### config.mk
export PLATFORM = sky130hd
export DESIGN_NAME = mdio_mgmt_ctrl
export DESIGN_NICKNAME = d
export VERILOG_FILES = /design/src/rtl/mdio_pkg.sv /design/src/rtl/mdc_strobe_gen.sv /design/src/rtl/mdio_frame_shifter.sv /design/src/rtl/mdio_reg_front.sv /design/src/rtl/mdio_mgmt_ctrl.sv
export SDC_FILE = /design/constraint.sdc
export NUM_CORES = 1
export LEC_CHECK = 0
export ABC_AREA = 1
export ABC_CLOCK_PERIOD_IN_PS = 4019
export BUFFER_PORTS_ARGS = -buffer_cell sky130_fd_sc_hd__clkbuf_2
export CAP_MARGIN = 20
export CORE_MARGIN = 2
export CORE_UTILIZATION = 45
export CTS_BUF_LIST = sky130_fd_sc_hd__clkbuf_4 sky130_fd_sc_hd__clkbuf_8 sky130_fd_sc_hd__clkbuf_16
export DETAILED_ROUTE_END_ITERATION = 8
export GPL_ROUTABILITY_DRIVEN = 1
export SKIP_CTS_REPAIR_TIMING = 1
export SLEW_MARGIN = 15
export SYNTH_ARGS = -nofsm -noshare
export SYNTH_HDL_FRONTEND = slang
export SYNTH_SLANG_ARGS = --single-unit
### constraint.sdc
create_clock -name clk -period 4.02 [get_ports clk]
set_clock_uncertainty 0.2 [all_clocks]
set_input_delay 1.005 -clock clk [delete_from_list [all_inputs] [get_ports clk]]
set_output_delay 1.005 -clock clk [all_outputs]
set_load 0.02 [all_outputs]
### src/rtl/mdio_pkg.sv
package mdio_pkg;

    localparam int DATA_W        = 16;
    localparam int ADDR_W        = 5;
    localparam int WORD_W        = 32;
    localparam int FRAME_BITS    = 64;
    localparam int PREAMBLE_BITS = 32;
    localparam int TA_IDX        = 46;
    localparam int DATA_IDX      = 48;

    localparam int FEAT_LAYOUT_BIT = 31;
    localparam int NEW_FIRE_BIT    = 15;
    localparam int NEW_C22_BIT     = 12;
    localparam int LEG_RD_BIT      = 26;
    localparam int LEG_WR_BIT      = 27;

    localparam logic [1:0] OPC_WRITE = 2'b01;
    localparam logic [1:0] OPC_READ  = 2'b10;

    typedef enum logic {
        LAYOUT_LEGACY = 1'b0,
        LAYOUT_NEW    = 1'b1
    } layout_e;

    typedef enum logic [1:0] {
        SEL_CTRL = 2'd0,
        SEL_DATA = 2'd1,
        SEL_FEAT = 2'd2,
        SEL_NONE = 2'd3
    } reg_sel_e;

    typedef struct packed {
        logic              is_read;
        logic [ADDR_W-1:0] phy;
        logic [ADDR_W-1:0] regad;
        logic [DATA_W-1:0] wdata;
    } mdio_cmd_t;

    typedef struct packed {
        logic      start;
        logic      err;
        mdio_cmd_t cmd;
    } cmd_decode_t;

    // Turn a control word into a frame request according to the layout.
    function automatic cmd_decode_t decode_cmd(layout_e lay, logic [WORD_W-1:0] ctl,
                                               logic [WORD_W-1:0] dat);
        cmd_decode_t d;
        d = '0;
        d.cmd.regad = ctl[4:0];
        if (lay == LAYOUT_NEW) begin
            d.cmd.phy   = ctl[9:5];
            d.cmd.wdata = ctl[31:16];
            if (ctl[NEW_C22_BIT] && ctl[NEW_FIRE_BIT]) begin
                if (ctl[11:10] == OPC_WRITE) begin
                    d.start = 1'b1;
                end else if (ctl[11:10] == OPC_READ) begin
                    d.start       = 1'b1;
                    d.cmd.is_read = 1'b1;
                end else begin
                    d.err = 1'b1;
                end
            end
        end else begin
            d.cmd.phy   = ctl[25:21];
            d.cmd.wdata = dat[15:0];
            if (ctl[LEG_WR_BIT]) begin
                d.start = 1'b1;
            end else if (ctl[LEG_RD_BIT]) begin
                d.start       = 1'b1;
                d.cmd.is_read = 1'b1;
            end else begin
                d.err = 1'b1;
            end
        end
        return d;
    endfunction

    // Full serial image of a frame, bit 63 leaves first.
    function automatic logic [FRAME_BITS-1:0] build_frame(mdio_cmd_t c);
        logic [1:0]        opc;
        logic [DATA_W-1:0] payload;
        opc     = c.is_read ? OPC_READ : OPC_WRITE;
        payload = c.is_read ? '1 : c.wdata;
        return {{PREAMBLE_BITS{1'b1}}, 2'b01, opc, c.phy, c.regad, 2'b10, payload};
    endfunction

    // Command bits to drop when a frame finishes.
    function automatic logic [WORD_W-1:0] clear_cmd_bits(layout_e lay, logic [WORD_W-1:0] ctl,
                                                         logic was_read);
        logic [WORD_W-1:0] r;
        r = ctl;
        if (lay == LAYOUT_NEW) begin
            r[NEW_FIRE_BIT] = 1'b0;
        end else if (was_read) begin
            r[LEG_RD_BIT] = 1'b0;
        end else begin
            r[LEG_WR_BIT] = 1'b0;
        end
        return r;
    endfunction

    // Placement of read data in the data register.
    function automatic logic [WORD_W-1:0] merge_read(layout_e lay, logic [DATA_W-1:0] rd);
        return (lay == LAYOUT_NEW) ? {16'h0000, rd} : {rd, 16'h0000};
    endfunction

endpackage

### src/rtl/mdc_strobe_gen.sv
module mdc_strobe_gen #(
    parameter int MDC_DIV = 8
) (
    input  logic clk,
    input  logic rst,
    input  logic run_i,
    output logic mdc_o,
    output logic rise_stb_o,
    output logic fall_stb_o
);
    localparam int HALF  = MDC_DIV / 2;
    localparam int CNT_W = (MDC_DIV > 2) ? $clog2(MDC_DIV) : 1;

    logic [CNT_W-1:0] cnt_q;
    logic             mdc_q;

    always_ff @(posedge clk) begin
        if (rst || !run_i) begin
            cnt_q <= '0;
            mdc_q <= 1'b0;
        end else begin
            if (cnt_q == CNT_W'(MDC_DIV - 1)) begin
                cnt_q <= '0;
                mdc_q <= 1'b0;
            end else begin
                cnt_q <= cnt_q + CNT_W'(1);
                if (cnt_q == CNT_W'(HALF - 1)) begin
                    mdc_q <= 1'b1;
                end
            end
        end
    end

    assign mdc_o      = mdc_q;
    assign rise_stb_o = run_i && (cnt_q == CNT_W'(HALF));
    assign fall_stb_o = run_i && (cnt_q == CNT_W'(MDC_DIV - 1));

    AST_MDC_IDLE_DROP: assert property (@(posedge clk) disable iff (rst)
        !run_i |=> !mdc_q) else $error("mdc high after stop");
    AST_MDC_HIGH_AT_RISE: assert property (@(posedge clk) disable iff (rst)
        rise_stb_o |-> mdc_q) else $error("sample strobe while mdc low");

endmodule

### src/rtl/mdio_frame_shifter.sv
module mdio_frame_shifter
    import mdio_pkg::*;
(
    input  logic              clk,
    input  logic              rst,
    input  logic              start_i,
    input  mdio_cmd_t         cmd_i,
    input  logic              rise_stb_i,
    input  logic              fall_stb_i,
    input  logic              mdio_i,
    output logic              active_o,
    output logic              mdio_o,
    output logic              mdio_oe_o,
    output logic              done_o,
    output logic [DATA_W-1:0] rdata_o
);
    localparam int IDX_W = $clog2(FRAME_BITS);

    logic [FRAME_BITS-1:0] shift_q;
    logic [IDX_W-1:0]      idx_q;
    logic [IDX_W-1:0]      idx_nxt;
    logic                  active_q;
    logic                  read_q;
    logic                  oe_q;
    logic                  done_q;
    logic [DATA_W-1:0]     rd_q;

    assign idx_nxt = idx_q + IDX_W'(1);

    always_ff @(posedge clk) begin
        if (rst) begin
            shift_q  <= '1;
            idx_q    <= '0;
            active_q <= 1'b0;
            read_q   <= 1'b0;
            oe_q     <= 1'b0;
            done_q   <= 1'b0;
            rd_q     <= '0;
        end else begin
            done_q <= 1'b0;
            if (!active_q) begin
                if (start_i) begin
                    active_q <= 1'b1;
                    shift_q  <= build_frame(cmd_i);
                    idx_q    <= '0;
                    read_q   <= cmd_i.is_read;
                    oe_q     <= 1'b1;
                    rd_q     <= '0;
                end
            end else begin
                if (rise_stb_i && read_q && (idx_q >= IDX_W'(DATA_IDX))) begin
                    rd_q <= {rd_q[DATA_W-2:0], mdio_i};
                end
                if (fall_stb_i) begin
                    if (idx_q == IDX_W'(FRAME_BITS - 1)) begin
                        active_q <= 1'b0;
                        done_q   <= 1'b1;
                        oe_q     <= 1'b0;
                        shift_q  <= '1;
                    end else begin
                        shift_q <= {shift_q[FRAME_BITS-2:0], 1'b1};
                        idx_q   <= idx_nxt;
                        if (read_q && (idx_nxt >= IDX_W'(TA_IDX))) begin
                            oe_q <= 1'b0;
                        end
                    end
                end
            end
        end
    end

    assign active_o  = active_q;
    assign mdio_o    = shift_q[FRAME_BITS-1];
    assign mdio_oe_o = oe_q;
    assign done_o    = done_q;
    assign rdata_o   = rd_q;

    AST_START_WHEN_IDLE: assert property (@(posedge clk) disable iff (rst)
        start_i |-> !active_q) else $error("start while frame runs");
    AST_WRITE_KEEPS_OE: assert property (@(posedge clk) disable iff (rst)
        active_q && !read_q |-> oe_q) else $error("write frame released mdio");
    AST_DONE_SINGLE: assert property (@(posedge clk) disable iff (rst)
        done_q |=> !done_q) else $error("done longer than a cycle");

endmodule

### src/rtl/mdio_reg_front.sv
module mdio_reg_front
    import mdio_pkg::*;
(
    input  logic              clk,
    input  logic              rst,
    input  logic              wr_i,
    input  logic [1:0]        addr_i,
    input  logic [WORD_W-1:0] wdata_i,
    output logic [WORD_W-1:0] rdata_o,
    output logic              busy_o,
    output logic              err_o,
    output logic              start_o,
    output mdio_cmd_t         cmd_o,
    input  logic              done_i,
    input  logic [DATA_W-1:0] rd_data_i
);
    logic [WORD_W-1:0] ctrl_q;
    logic [WORD_W-1:0] data_q;
    logic [WORD_W-1:0] feat_q;
    logic              busy_q;
    logic              err_q;
    layout_e           lay_q;
    logic              read_q;

    reg_sel_e          sel;
    layout_e           cur_lay;
    cmd_decode_t       dec;
    logic              ctl_wr;
    logic [WORD_W-1:0] ctl_store;

    always_comb begin
        sel       = reg_sel_e'(addr_i);
        cur_lay   = layout_e'(feat_q[FEAT_LAYOUT_BIT]);
        dec       = decode_cmd(cur_lay, wdata_i, data_q);
        ctl_wr    = wr_i && (sel == SEL_CTRL) && !busy_q;
        ctl_store = wdata_i;
        if (dec.err && (cur_lay == LAYOUT_NEW)) begin
            ctl_store[NEW_FIRE_BIT] = 1'b0;
        end
    end

    assign start_o = ctl_wr && dec.start;
    assign cmd_o   = dec.cmd;

    always_ff @(posedge clk) begin
        if (rst) begin
            ctrl_q <= '0;
            data_q <= '0;
            feat_q <= '0;
            busy_q <= 1'b0;
            err_q  <= 1'b0;
            lay_q  <= LAYOUT_LEGACY;
            read_q <= 1'b0;
        end else begin
            err_q <= ctl_wr && dec.err;
            if (wr_i && (sel == SEL_FEAT)) begin
                feat_q <= wdata_i;
            end
            if (done_i) begin
                ctrl_q <= clear_cmd_bits(lay_q, ctrl_q, read_q);
                if (read_q) begin
                    data_q <= merge_read(lay_q, rd_data_i);
                end
                busy_q <= 1'b0;
            end else begin
                if (ctl_wr) begin
                    ctrl_q <= ctl_store;
                    if (dec.start) begin
                        busy_q <= 1'b1;
                        lay_q  <= cur_lay;
                        read_q <= dec.cmd.is_read;
                    end
                end
                if (wr_i && (sel == SEL_DATA)) begin
                    data_q <= wdata_i;
                end
            end
        end
    end

    always_comb begin
        unique case (sel)
            SEL_CTRL: rdata_o = ctrl_q;
            SEL_DATA: rdata_o = data_q;
            SEL_FEAT: rdata_o = feat_q;
            default:  rdata_o = '0;
        endcase
    end

    assign busy_o = busy_q;
    assign err_o  = err_q;

    AST_DONE_ONLY_BUSY: assert property (@(posedge clk) disable iff (rst)
        done_i |-> busy_q) else $error("completion while idle");
    AST_DONE_RELEASES: assert property (@(posedge clk) disable iff (rst)
        done_i |=> !busy_q) else $error("busy held after completion");
    AST_ERR_NO_FRAME: assert property (@(posedge clk) disable iff (rst)
        err_q |-> !busy_q) else $error("error with frame started");
    AST_FIRE_DROPS: assert property (@(posedge clk) disable iff (rst)
        done_i && (lay_q == LAYOUT_NEW) |=> !ctrl_q[NEW_FIRE_BIT]) else $error("fire kept");

endmodule

### src/rtl/mdio_mgmt_ctrl.sv
module mdio_mgmt_ctrl
    import mdio_pkg::*;
#(
    parameter int MDC_DIV = 8
) (
    input  logic        clk,
    input  logic        rst,
    input  logic        reg_wr,
    input  logic [1:0]  reg_addr,
    input  logic [31:0] reg_wdata,
    output logic [31:0] reg_rdata,
    output logic        busy,
    output logic        cmd_err,
    output logic        mdc,
    output logic        mdio_o,
    output logic        mdio_oe,
    input  logic        mdio_i
);
    logic              start;
    mdio_cmd_t         cmd;
    logic              done;
    logic [DATA_W-1:0] rd_data;
    logic              active;
    logic              rise_stb;
    logic              fall_stb;

    mdio_reg_front u_front (
        .clk       (clk),
        .rst       (rst),
        .wr_i      (reg_wr),
        .addr_i    (reg_addr),
        .wdata_i   (reg_wdata),
        .rdata_o   (reg_rdata),
        .busy_o    (busy),
        .err_o     (cmd_err),
        .start_o   (start),
        .cmd_o     (cmd),
        .done_i    (done),
        .rd_data_i (rd_data)
    );

    mdc_strobe_gen #(.MDC_DIV(MDC_DIV)) u_mdc (
        .clk        (clk),
        .rst        (rst),
        .run_i      (active),
        .mdc_o      (mdc),
        .rise_stb_o (rise_stb),
        .fall_stb_o (fall_stb)
    );

    mdio_frame_shifter u_shift (
        .clk        (clk),
        .rst        (rst),
        .start_i    (start),
        .cmd_i      (cmd),
        .rise_stb_i (rise_stb),
        .fall_stb_i (fall_stb),
        .mdio_i     (mdio_i),
        .active_o   (active),
        .mdio_o     (mdio_o),
        .mdio_oe_o  (mdio_oe),
        .done_o     (done),
        .rdata_o    (rd_data)
    );

    AST_MDIO_HOLD_HIGH: assert property (@(posedge clk) disable iff (rst)
        mdc && $past(mdc) |-> $stable(mdio_o)) else $error("mdio moved with mdc high");
    AST_MDC_LOW_IDLE: assert property (@(posedge clk) disable iff (rst)
        !busy |-> !mdc) else $error("mdc toggling while idle");

endmodule

**Word-level counts from Yosys, hierarchy flattened**

Cells that the tools add are included.

- Register bits: 194
- Input bits: 38
- Output and inout bits: 37
- Logic and storage cells: 123

- Add/subtract/negate cells: 2
- $lt $le $gt $ge: 2
- Equal/unequal tests: 16
- Multiplexer cells: 46
- Bitwise operators: 3
- Reduce and logical (&&, ||, !) cells: 35

Operators with widths:

| kind | count |
|---|---|
| $mux W64 | 4 |
| $mux W32 | 4 |
| $pmux W32 S3 | 1 |
| $mux W16 | 5 |
| $mux W28 | 2 |
| $mux W6 | 4 |
| $mux W1 | 20 |
| $reduce_and A3 Y1 | 5 |
| $ne A2 B2 Y1 const B | 7 |
| $reduce_and A2 Y1 | 7 |
| $logic_and A1 B1 Y1 | 13 |
| $ge A6 B6 Y1 const B | 2 |
| $mux W2 | 4 |
| $mux W8 | 1 |
| $add A6 B1 Y6 const B | 1 |
| $eq A3 B3 Y1 const B | 2 |
| $eq A6 B6 Y1 const B | 1 |
| $reduce_bool A2 Y1 | 3 |
| $eq A2 B1 Y1 const B | 2 |
| $eq A2 B2 Y1 const B | 2 |
| $reduce_or A2 Y1 | 2 |
| $add A3 B1 Y3 const B | 1 |
| $eq A3 B2 Y1 const B | 1 |
| $mux W3 | 1 |
| other kinds (6) | 9 |

**Longest topological paths before layout**

- Depth after elaboration: 9
- Mapped depth: 11
- Gate-level depth less buffers: 10

**By module**

A second synthesis with hierarchy kept.

- Cells, all modules: 1185
- Area total of the unflattened synthesis: 8638.3 µm²

By module, submodules not included:

| module | instances | cells each | area an instance (µm²) | seq. area each (µm²) |
|---|---|---|---|---|
| mdio_reg_front | 1 | 714 | 4788.3 | 2001.9 |
| mdio_frame_shifter | 1 | 448 | 3653.5 | 1801.7 |
| mdc_strobe_gen | 1 | 23 | 196.4 | 80.1 |

**Worst setup path after synthesis**

No wires, ideal clock.

- Path type: in2out
- From: in reg_addr[1]
- To: out reg_rdata[19]
- Arrival time: 2.030 ns
- Required time: 2.815 ns
- Setup slack: 0.785 ns
- Cell stages on the path: 5
- Path buffers: 2
- Path through: nor2_2 -> inv_1 -> clkbuf_1 -> clkbuf_1 -> o221ai_1

- Longest elaborated chain between the ends: 2
- Elaborated cells on any way between the ends: 4

Ends and longest elaborated chain:

| item | RTL line | source |
|---|---|---|
| from (decl) | mdio_mgmt_ctrl.sv:9 | `input logic [1:0] reg_addr,` |
| $eq A2 B2 Y1, or another cell as far along | mdio_reg_front.sv:82 | `unique case (sel)` |
| $pmux W32 S3 * | mdio_reg_front.sv:82 |  |
| to (decl) | mdio_mgmt_ctrl.sv:11 | `output logic [31:0] reg_rdata,` |

Every way passes the cells marked *; elsewhere a longest branch is shown, timed or not.

**Final worst setup path**

- From: in reg_addr[1]
- To: out reg_rdata[13]

The elaborated chain is that of the path after synthesis.

==> results by group <==
Synth
  – Most numerous cell in the Yosys netlist: nand2_1
  – Top_reg_cell synth: dfxtp_1
  – Post-synth ARST share: 0%
  – Avg Inst Size Synth: 7.185 µm²
  – Synth top area cells: dfxtp_1, o21ai_0, nand2_1
  – Top cell type's share of synthesized area: 45.92%
  – Syn. warnings: 0
  – Top cell type by total area after synthesis: dfxtp_1
  – Synth Cell Area: 8457 µm²
  – Synthesized instance count: 1177
  – Sequential fraction of the synthesis area: 45.92%
  – Unique masters post-synth: 28
  – Syn Nets: 1222
  – EDFF count, synth: 0
  – Seq cells post-synth: 194
  – Most common library cells after synthesis: nand2_1, dfxtp_1, o21ai_0

Floorplan
  – Ports: 75
  – Core Box Area: 18580 µm²
  – # rows: 50
  – Die ar.: 19910 µm²
  – Die height: 141.1 µm
  – Starting Density: 45.52%
  – Die extent in x: 141.1 µm

Drt
  – Wire per inst: 15.81 µm
  – Via count: 7776
  – Number of DRC markers in iteration 0: 669
  – First-pass detailed-route iteration total: 7
  – Vias/cell: 5.359
  – Drt drc: 0
  – WL final: 22.94 mm
  – Detail Route Antenna Nets: 0

Timing
  – F_max: 0.2870 GHz
  – # setup viols final: 0
  – Unrepaired setup endpoints after global routing: false
  – Actual slew at the worst max-slew pin: 1.036 ns
  – Post-route clock period utilization: 86.67%
  – Setup TNS: 0 ns
  – Pins over their slew limit: 0
  – Fin crit period: 3.484 ns
  – Relative slew margins: 30.75%
  – Final hold violations: 0

Critical path
  – CP arrival: 2.28 ns
  – CP Cell Sequence: clkbuf_2 -> nor2_2 -> inv_1 -> buf_12 -> o221ai_1 -> clkbuf_2
  – CP max stage delay: 0.25 ns
  – CP max FO: 21
  – Slowest CP cell: nor2_2
  – Cell mode on critical path: clkbuf_2
  – Worst Setup End Kind: output port
  – Worst Path Required: 2.81 ns
  – Startpoint Class: input pin
  – Flop2flop setup slack: 1.23 ns
  – WS Path Type: input pin to output port

Final layout
  – Antenna Cells: 0
  – Final nets: 1249
  – Ratio of cells with drive above 1 in the final layout: 11.59%
  – Synth-to-Final Area Change: 12.99%
  – Post-route cell area: 9555 µm²
  – Fin util: 51.43%

Clocking
  – CTS tree: yes
  – Sink Count: 194
  – Clk_lat worst skew: 0.44 ns
  – Worst-path clk slew: 0.07 ns
  – Clock Root Buffer: clkbuf_16
  – Clock Path Buffers: 2
  – H-tree depth: 4
  – Cts bufs inserted: 17

GRT
  – Total Routing Usage GR: 23.36%
  – Remaining Overflow, GRT: 0
  – Pin count of the biggest net entering global routing: 67
  – Number of antenna violations at the first check in global routing: 0
  – First-pass GRT wire length: 37.11 mm
  – Vias in the first global route: 6923

Power and ir drop
  – Pwr/cell area: 443.0 nW/µm²
  – Maximum VDD drop: 0.0002931 V
  – Leakage Power: 3.973 nW

Placement
  – Cell Area, Placed: 8912 µm²
  – Buffers on Ports: 74
  – Detailed Place HPWL: 15.63 mm
  – Placer congestion estimate: 0.8538

Min path
  – HP Class: register to register

Flow run
  – Number of max-cap violations: 0

Status
  – Status: finished clean
final cells by class:
class / instances / area, µm²
Clock buffer: 19 / 446.7
Inverter: 137 / 521.8
Fill cell: 1884 / 9025
Timing Repair Buffer: 90 / 535.5
Sequential cell: 194 / 3884
Clock inverter: 13 / 168.9
Tap cell: 234 / 292.8
Multi-Input combinational cell: 764 / 3706
report_power, final:
| part | internal, W | switching, W |
|---|---|---|
| clock | 0.000967 | 0.000811 |
| sequential | 0.00200 | 0.0000392 |
| combinational | 0.000134 | 0.000276 |
state kept, by name (all words and copies together), names as in the netlist, 3 cells and up:
name,count
u_front.ctrl_q,32
u_front.data_q,32
u_front.feat_q,32
u_mdc.cnt_q,3
u_shift.idx_q,6
u_shift.rdata_o,16
u_shift.shift_q,64
stage by stage:
stage / setup slack (ns) / hold slack, ns / instances / power [W]
final: 0.5360 / 0.2516 / 1451 / 0.004233
after global routing: 0.4029 / 0.2668 / 1451 / 0.004398
after CTS: 0.5443 / 0.2537 / 1450 / 0.004260
after detailed placement: 0.5415 / 0.2371 / 1418 / 0.002495
after global placement: 0.6295 / 0.2317 / 1418 / 0.002490
after floorplan: 0.7854 / 0.2136 / 1177 / 0.002359
metal layers:
metal  up-vias  GRT usage, %  part of all wire, %
li1       3966             -                    -
met1      3584         33.65                   49
met2       204         35.77                   44
met3        22         4.076                  4.8
met4         0         7.158                  1.8
met5         -             0                    0
path summary, 6_finish.rpt:
check	from	end	cells after the start
max	reg_addr[1]	reg_rdata[13]	6
min	u_mdc.cnt_q[0]$_SDFF_PP0_	u_mdc.cnt_q[0]$_SDFF_PP0_	1
max reg2reg	u_front.feat_q[31]$_SDFFE_PP0P_	u_shift.shift_q[10]$_SDFFE_PP1P_	8
min reg2reg	u_mdc.cnt_q[0]$_SDFF_PP0_	u_mdc.cnt_q[0]$_SDFF_PP0_	1
critical path: cells and delay by family:
kind | cells | cell delay (ns)
and+or+nand+nor | 1 | 0.25
AOI/OAI and AO/OA | 1 | 0.21
buffers and inverters | 4 | 0.80
cell families after synthesis:
logic type / count (synthesis) / synth area share, %
compound gates: 344 / 22.40
fa+ha+maj: 7 / 1.036
buf+inv: 219 / 10.31
flops: 194 / 45.92
simple gates: 413 / 20.33
placed cells by master (no fill, tap or decap), types with 5 or more instances in the layout:
master / n
a21oi_1: 115
buf_4: 13
clkbuf_16: 17
clkbuf_2: 74
dfxtp_1: 194
ha_1: 7
inv_1: 129
inv_2: 5
nand2_1: 199
nand3_1: 99
nor2_1: 101
o211ai_1: 5
o21ai_0: 155
o221ai_1: 29
o22ai_1: 28
(Power assumes the default switching activity.)
